===== config.mk =====
export PLATFORM = sky130hd
export DESIGN_NAME = lar_slave_port
export DESIGN_NICKNAME = d
export VERILOG_FILES = /design/src/rtl/lar_pkg.sv /design/src/rtl/lar_addr_latch.sv /design/src/rtl/lar_strobe_ctrl.sv /design/src/rtl/lar_reg_file.sv /design/src/rtl/lar_slave_port.sv
export SDC_FILE = /design/constraint.sdc
export NUM_CORES = 1
export LEC_CHECK = 0
export ABC_AREA = 1
export ABC_CLOCK_PERIOD_IN_PS = 2000
export BUFFER_PORTS_ARGS = -buffer_cell sky130_fd_sc_hd__buf_4
export CORE_MARGIN = 2
export CORE_UTILIZATION = 48
export CTS_CLUSTER_SIZE = 8
export DETAILED_ROUTE_END_ITERATION = 10
export HOLD_SLACK_MARGIN = 0.12
export PLACE_DENSITY = 0.72
export SLEW_MARGIN = 30
export SYNTH_ARGS = -nofsm -noshare
export SYNTH_HDL_FRONTEND = slang
export SYNTH_SLANG_ARGS = --single-unit

===== constraint.sdc =====
create_clock -name clk_i -period 2 [get_ports clk_i]
set_clock_uncertainty 0.15 [all_clocks]
set_input_delay 0.2 -clock clk_i [delete_from_list [all_inputs] [get_ports clk_i]]
set_output_delay 0.2 -clock clk_i [all_outputs]
set_load 0.01 [all_outputs]

===== src/rtl/lar_pkg.sv =====
package lar_pkg;
  localparam int unsigned ADDR_W = 4;
  localparam int unsigned DATA_W = 8;
  localparam int unsigned BUS_W  = 16;
endpackage


===== src/rtl/lar_addr_latch.sv =====
module lar_addr_latch #(
  parameter int unsigned ADDR_W = lar_pkg::ADDR_W
) (
  input  logic              clk_i,
  input  logic              rst_ni,
  input  logic              le_i,
  input  logic [ADDR_W-1:0] addr_i,
  output logic [ADDR_W-1:0] addr_o
);
  logic [ADDR_W-1:0] held_q;

  // held copy is refreshed every edge while open; output bypasses it while open
  always_ff @(posedge clk_i or negedge rst_ni) begin
    if (!rst_ni)   held_q <= '0;
    else if (le_i) held_q <= addr_i;
  end

  assign addr_o = le_i ? addr_i : held_q;
endmodule


===== src/rtl/lar_strobe_ctrl.sv =====
module lar_strobe_ctrl #(
  parameter int unsigned ADDR_W = lar_pkg::ADDR_W,
  parameter int unsigned DATA_W = lar_pkg::DATA_W
) (
  input  logic              clk_i,
  input  logic              rst_ni,
  input  logic              cs_ni,
  input  logic              grant_i,
  input  logic              rd_ni,
  input  logic              wr_ni,
  input  logic [ADDR_W-1:0] addr_i,
  input  logic [DATA_W-1:0] data_i,
  output logic              rd_en_o,
  output logic              commit_o,
  output logic [ADDR_W-1:0] waddr_o,
  output logic [DATA_W-1:0] wdata_o,
  output logic              ack_o
);
  logic sel;
  logic wr_act;
  logic wr_q;
  logic ack_q;
  logic [ADDR_W-1:0] waddr_q;
  logic [DATA_W-1:0] wdata_q;

  assign sel     = !cs_ni && !grant_i;
  assign rd_en_o = sel && !rd_ni;
  assign wr_act  = sel && !wr_ni;

  always_ff @(posedge clk_i or negedge rst_ni) begin
    if (!rst_ni) begin
      wr_q    <= 1'b0;
      ack_q   <= 1'b0;
      waddr_q <= '0;
      wdata_q <= '0;
    end else begin
      wr_q  <= wr_act;
      ack_q <= rd_en_o || wr_act;
      if (wr_act) begin
        waddr_q <= addr_i;
        wdata_q <= data_i;
      end
    end
  end

  // commit on release of the write strobe itself, never under bus grant
  assign commit_o = wr_q && wr_ni && !grant_i;
  assign waddr_o  = waddr_q;
  assign wdata_o  = wdata_q;
  assign ack_o    = ack_q;
endmodule


===== src/rtl/lar_reg_file.sv =====
module lar_reg_file #(
  parameter int unsigned ADDR_W = lar_pkg::ADDR_W,
  parameter int unsigned DATA_W = lar_pkg::DATA_W
) (
  input  logic              clk_i,
  input  logic              rst_ni,
  input  logic              we_i,
  input  logic [ADDR_W-1:0] waddr_i,
  input  logic [DATA_W-1:0] wdata_i,
  input  logic [ADDR_W-1:0] raddr_i,
  output logic [DATA_W-1:0] rdata_o
);
  localparam int unsigned NREG = 1 << ADDR_W;

  logic [DATA_W-1:0] regs_q [NREG];

  for (genvar g = 0; g < NREG; g++) begin : g_reg
    always_ff @(posedge clk_i or negedge rst_ni) begin
      if (!rst_ni)                                  regs_q[g] <= '0;
      else if (we_i && (waddr_i == ADDR_W'(g)))     regs_q[g] <= wdata_i;
    end
  end

  assign rdata_o = regs_q[raddr_i];
endmodule


===== src/rtl/lar_slave_port.sv =====
module lar_slave_port #(
  parameter int unsigned ADDR_W = lar_pkg::ADDR_W,
  parameter int unsigned DATA_W = lar_pkg::DATA_W,
  parameter int unsigned BUS_W  = lar_pkg::BUS_W
) (
  input  logic              clk_i,
  input  logic              rst_ni,
  input  logic              cs_ni,
  input  logic              bus_grant_i,
  input  logic              addr_strobe_i,
  input  logic [ADDR_W-1:0] reg_addr_i,
  input  logic              slv_rd_ni,
  input  logic              slv_wr_ni,
  input  logic [DATA_W-1:0] bus_i,
  output logic [BUS_W-1:0]  bus_o,
  output logic [BUS_W-1:0]  bus_oe_o,
  output logic              ack_o
);
  localparam int unsigned HI_W = BUS_W - DATA_W;

  logic [ADDR_W-1:0] addr_eff;
  logic              rd_en;
  logic              commit;
  logic [ADDR_W-1:0] waddr;
  logic [DATA_W-1:0] wdata;
  logic [DATA_W-1:0] rdata;

  lar_addr_latch #(.ADDR_W(ADDR_W)) u_latch (
    .clk_i (clk_i),
    .rst_ni(rst_ni),
    .le_i  (addr_strobe_i),
    .addr_i(reg_addr_i),
    .addr_o(addr_eff)
  );

  lar_strobe_ctrl #(.ADDR_W(ADDR_W), .DATA_W(DATA_W)) u_ctrl (
    .clk_i   (clk_i),
    .rst_ni  (rst_ni),
    .cs_ni   (cs_ni),
    .grant_i (bus_grant_i),
    .rd_ni   (slv_rd_ni),
    .wr_ni   (slv_wr_ni),
    .addr_i  (addr_eff),
    .data_i  (bus_i),
    .rd_en_o (rd_en),
    .commit_o(commit),
    .waddr_o (waddr),
    .wdata_o (wdata),
    .ack_o   (ack_o)
  );

  lar_reg_file #(.ADDR_W(ADDR_W), .DATA_W(DATA_W)) u_regs (
    .clk_i  (clk_i),
    .rst_ni (rst_ni),
    .we_i   (commit),
    .waddr_i(waddr),
    .wdata_i(wdata),
    .raddr_i(addr_eff),
    .rdata_o(rdata)
  );

  // upper byte is never driven
  assign bus_o    = {{HI_W{1'b0}}, (rd_en ? rdata : {DATA_W{1'b0}})};
  assign bus_oe_o = {{HI_W{1'b0}}, {DATA_W{rd_en}}};
endmodule


After elaboration in Yosys (flattened, before gate mapping)
Index checks and enable logic that the tools add are counted.
{ "classes": {"n_mux": 5, "n_eq_ne": 15, "n_reduce_logical": 27, "magnitude_cmp": 1, "bitwise_logic": 1} }
{ "ops": {"columns": ["cell", "count"], "rows": [
  ["8-bit binary-select mux with 4-bit select", 1],
  ["4-bit equality test (second input constant)", 8],
  ["8-bit two-way mux", 3],
  ["1-bit logical AND", 21],
  ["4-bit by 3-bit equality test with 1-bit output (second input constant)", 4],
  ["4-bit by 2-bit equality test with 1-bit output (second input constant)", 2],
  ["5-bit greater-or-equal comparator (second input constant)", 1],
  ["4-bit inverter with 5-bit output", 1],
  ["4-bit by 1-bit equality test with 1-bit output (second input constant)", 1],
  ["1-bit zero test", 4],
  ["4-bit zero test", 1],
  ["4-bit two-way mux", 1],
  ["1-bit logical OR", 1]
]} }
{ "totals": {"ff_bits": 146, "elab_cells": 70, "inputBits": 19, "out_inout_bits": 33} }

Depth between registers and ports, before layout
{ "depth": {"ltp_word": 6, "mapped_depth": 12, "depth_no_buf": 9} }

By module
Synthesis repeated with hierarchy kept, for this count alone.
{ "hier_totals": {"cells_unflattened": 955, "hier_area_um2": 7229.4} }
{ "modules_own_cells": {"columns": ["module", "seq_area_each_um2", "n_inst", "cells_per_inst", "area_each_um2"], "rows": [
  ["lar_reg_file", 3203.1, 1, 834, 6262.3],
  ["lar_strobe_ctrl", 350.3, 1, 62, 569.3],
  ["lar_slave_port", 0.0, 1, 42, 249.0],
  ["lar_addr_latch", 100.1, 1, 17, 148.9]
]} }

Worst setup path before layout
No wires, ideal clock.
{ "synth_path": {"kind": "flip-flop to output port", "from": "register u_latch.held_q[0]", "to": "output port bus_o[0]", "path_stages_with_launch": 11, "n_path_buf": 1, "arrival_time_ns": 1.305, "slack_ns": 0.345, "required_time_ns": 1.650, "path_cell_list": "dfrtp_1 inv_1 nand2_2 nand2_1 buf_2 nand2_1 nand3_1 nand2_1 nor2_1 nor2_1 nor2_1"} }
{ "synth_between": {"elab_chain_len": 6} }
{ "synth_lines": {"columns": ["item", "line", "text"], "rows": [
  ["start, declared", "lar_addr_latch.sv:10", "logic [ADDR_W-1:0] held_q;"],
  ["start signal, assigned", "lar_addr_latch.sv:15", "else if (le_i) held_q <= addr_i;"],
  ["4-bit two-way mux", null, null],
  ["4-bit inverter with 5-bit output (not written as such)", "lar_reg_file.sv:24", "assign rdata_o = regs_q[raddr_i];"],
  ["8-bit binary-select mux with 4-bit select", "lar_reg_file.sv:24", null],
  ["8-bit two-way mux (not written as such) (2 in series)", "lar_reg_file.sv:24", null],
  ["8-bit two-way mux", "lar_slave_port.sv:63", "assign bus_o = {{HI_W{1'b0}}, (rd_en ? rdata : {DATA_W{1'b0}})};"],
  ["end, declared", "lar_slave_port.sv:15", "output logic [BUS_W-1:0] bus_o,"]
]} }
Every way passes these cells. The select of a mux whose other input is x is not followed.

Worst setup path in the final report
{ "layout_path": {"from": "register u_latch.held_q[0]", "to": "output port bus_o[6]"} }
Same word-level chain as after synthesis.

==> results.cfg <==
[flow_run]
drv_cap = 0

[clock_tree]
cts.clk_slew.worst_paths_ns = 0.06
cts_buffer_depth = 2
clock-sinks = 146
clockRootBuffer = clkbuf_16
cts_tree = done
htreeDepth = 4
tritoncts.num_buffers = 17
clock_latency_ns = 0.44

[detailed_routing]
postRouteAntennaNets = 0
wl_per_cell_um = 19.12
drt-pass1-iter-count = 6
vias_per_cell = 5.659
drc = 0
routed-via-count = 6219
drtIter0Drc = 855
wl_um = 21010

[global_routing]
grt_pass1_vias = 5829
track_usage_pct = 27.95
overflow = 0
antenna_found_initial = 0
grt_max_degree = 44
grt_first_pass_wirelength_um = 31420

[finish]
antenna-diode-count = 0
multi_input_area_um2 = 3100
drive_above_1_share_pct = 23.39
syn_to_final_growth_pct = 28.06
stdcell_count = 1099
fill_cells = 1131
layout.nets = 926
regArea_um2 = 3654

[sta]
fin_crit_ns = 2.367
post-route-period-util_pct = 118.4
fmax_mhz = 422.4
rsz0062_at_grt = yes
slew_violations = 0
tightest_slew_ns = 0.7060
setup_ws_ns = -0.3673
whs_ns = 0.1239
finalSetupViolations = 8
finalHoldViolations = 0
relSlewSlack_pct = 52.88

[worst_setup_path]
cp_num_buf_inv = 3
criticalPathCategory = register to output pin
r2r-end = u_ctrl.wdata_o[7]$_DFFE_PN0P_
crit_slowest_cell = dfrtp_1
end_kind = output pin
path_delay_family = simple AND/OR/NAND/NOR gates
r2r_start = u_ctrl.wdata_o[7]$_DFFE_PN0P_
crit_chain = nand2_2 -> nand2_4 -> buf_12 -> buf_16 -> nand2_4 -> nand2_2 -> a21oi_2 -> nor2_2 -> nor2_2 -> nor2_1 -> buf_4
critPathMaxFanout = 8
start_kind = register
worstPathArrival_ns = 2.02
cp_data_required_time_ns = 1.65
max_stage_delay_ns = 0.39
r2r.worst_path.cells = 3
rrSetupSlack_ns = 0.09

[logic_synthesis]
synth_area_leaders = dfrtp_1 (53%), nand2_1 (15%), o21ai_0 (9.4%), nand3_1 (9.3%), buf_4 (3.1%)
yosys.cell_types.count = 27
synth_edf_count = 0
async_flop_share_pct = 100.0
synth_top_area_share_pct = 53.02
synth_seq_cells = 146
synth_commonest_cells = nand2_1 (267), dfrtp_1 (146), o21ai_0 (129)
postSynthCellCount = 840
yosysWarnings = 0
ys_seq_area_share_pct = 53.02
netlist_area_um2 = 6890
synth_most_common_cell = nand2_1
synth_ff_type = dfrtp_1
yosysTopAreaCell = dfrtp_1
synth_area_per_cell_um2 = 8.203

[floorplanning]
floorplan.die_area_um2 = 15330
ios = 52
row_count = 43
die_y_um = 123.8
core_area_um2 = 13930
start_util_pct = 49.45
fp.dieW_um = 123.8

[status]
status = finished with violations
violations = setup timing

[power_and_ir_drop]
p_total_mw = 7.859
p_leak_nw = 3.955
ir_drop_uv = 694.5
p_per_area_nw_per_um2 = 890.7

[place]
place_congestion = 0.8557
port_buffers = 35
dp.final_hpwl_um = 11370
dp_cells = 1027

[worst_hold_path]
hold_path_end = u_ctrl.wdata_o[3]$_DFFE_PN0P_
hp-start = slv_wr_ni
holdPathStages = 4
hold_path.class = input pin to register
-- report_power, final --
part	switching [mW]	leakage, nW	internal, mW
Sequential	0.193	1.99	3.22
Combinational	0.902	1.70	0.569
Clock	1.25	0.267	1.73
Total	2.34	3.96	5.52
-- flip-flops by register name (all words and copies together) (netlist names) --
| register | cells |
|---|---|
| u_ctrl.wr_q | 1 |
| u_ctrl.wdata_o | 8 |
| u_regs.regs_q | 128 |
| u_latch.held_q | 4 |
| u_ctrl.waddr_o | 4 |
| u_ctrl.ack_o | 1 |
-- final cells by class --
class                           instances  area share [%]
Timing Repair Buffer                  109           14.04
Inverter                               18          0.7941
Clock inverter                         10          0.9643
Tap cell                              180           2.552
Clock buffer                           21           5.105
Multi-Input combinational cell        615           35.14
Sequential cell                       146           41.41
-- logic make-up (layout without fill, tap and decap cells) --
family / Yosys count / after routing / synth area share [%]
and+or+nand+nor: 447 / 447 / 28.13
AOI/OAI and AO/OA: 152 / 152 / 11.31
DFF: 146 / 146 / 53.02
buffers and inverters: 94 / 158 / 7.481
other: 1 / 16 / 0.05442
-- worst register-to-register path: cells and delay by family, from the launching register on --
family | cells | cell delay [ns]
AO/OA/AOI/OAI | 1 | 0.20
buffers and inverters | 2 | 1.09
flip-flops | 1 | 0.36
-- what timing repair did --
action / in CTS / in global routing
resized for setup: 54 / 48
setup endpoints to repair: 8 / 9
pin swaps: 28 / 23
setup buffers: 7 / 2
hold buffers: 24 / 0
gates cloned: 7 / 3
endpoints found under the hold margin: 161 / 0
-- placed cells by master, fill, tap and decap left out, types with 3 or more instances in the layout --
master         synthesis  final
nand2_1              267    240
clkinv_2               0      6
conb_1                 1     16
o21ai_0              129    129
buf_12                 0     14
dfrtp_1              146    146
nand4_1                4      4
clkbuf_1              19      3
buf_4                 28     59
nor2_1                29     11
nor2_2                 1     16
clkbuf_16              0     20
nor2_4                 1      4
dlygate4sd3_1          0     23
o21ai_1               12     11
nand2_2                6     27
inv_2                  3      3
nand2_4                0      6
a21oi_1                8      3
nand3_2                4     30
buf_16                 0      6
a21oi_2                0      5
buf_6                  3      4
inv_1                 14     14
nand3_1              128    102
-- through the flow --
step / utilization, % / setup TNS (ns) / worst slack (ns) / instance area [um^2]
6_report: 63.32 / -2.612 / -0.3673 / 8823
5_1_grt: 63.32 / -3.266 / -0.4470 / 8823
4_1_cts: 61.57 / -2.316 / -0.2997 / 8579
3_5_place_dp: 52.65 / 0 / 0.06472 / 7337
3_3_place_gp: 52.65 / 0 / 0.06533 / 7337
2_1_floorplan: - / 0 / 0.3452 / 6947
-- metal layers --
| metal | track usage, % | up-vias | routed length (um) |
|---|---|---|---|
| met3 | 7.051 | 55 | 1620 |
| met5 | 0 | - | 0 |
| met2 | 44.20 | 303 | 10180 |
| met1 | 37.07 | 2983 | 8602 |
| met4 | 11.01 | 0 | 604 |
| li1 | - | 2878 | - |
-- how the worst max path moves through the flow --
stage                           to  slack, ns  depth (start not counted)                         from
final                     bus_o[6]      -0.37                         11  u_latch.held_q[0]$_DFF_PN0_
after global routing      bus_o[4]      -0.45                         12  u_latch.held_q[0]$_DFF_PN0_
after CTS                 bus_o[4]      -0.30                         12  u_latch.held_q[0]$_DFF_PN0_
after detailed placement  bus_o[1]       0.06                         11                addr_strobe_i
after global placement    bus_o[4]       0.07                         10                addr_strobe_i
after floorplan           bus_o[0]       0.35                         10  u_latch.held_q[0]$_DFF_PN0_
Note: power is estimated with default switching activity, not from simulation.
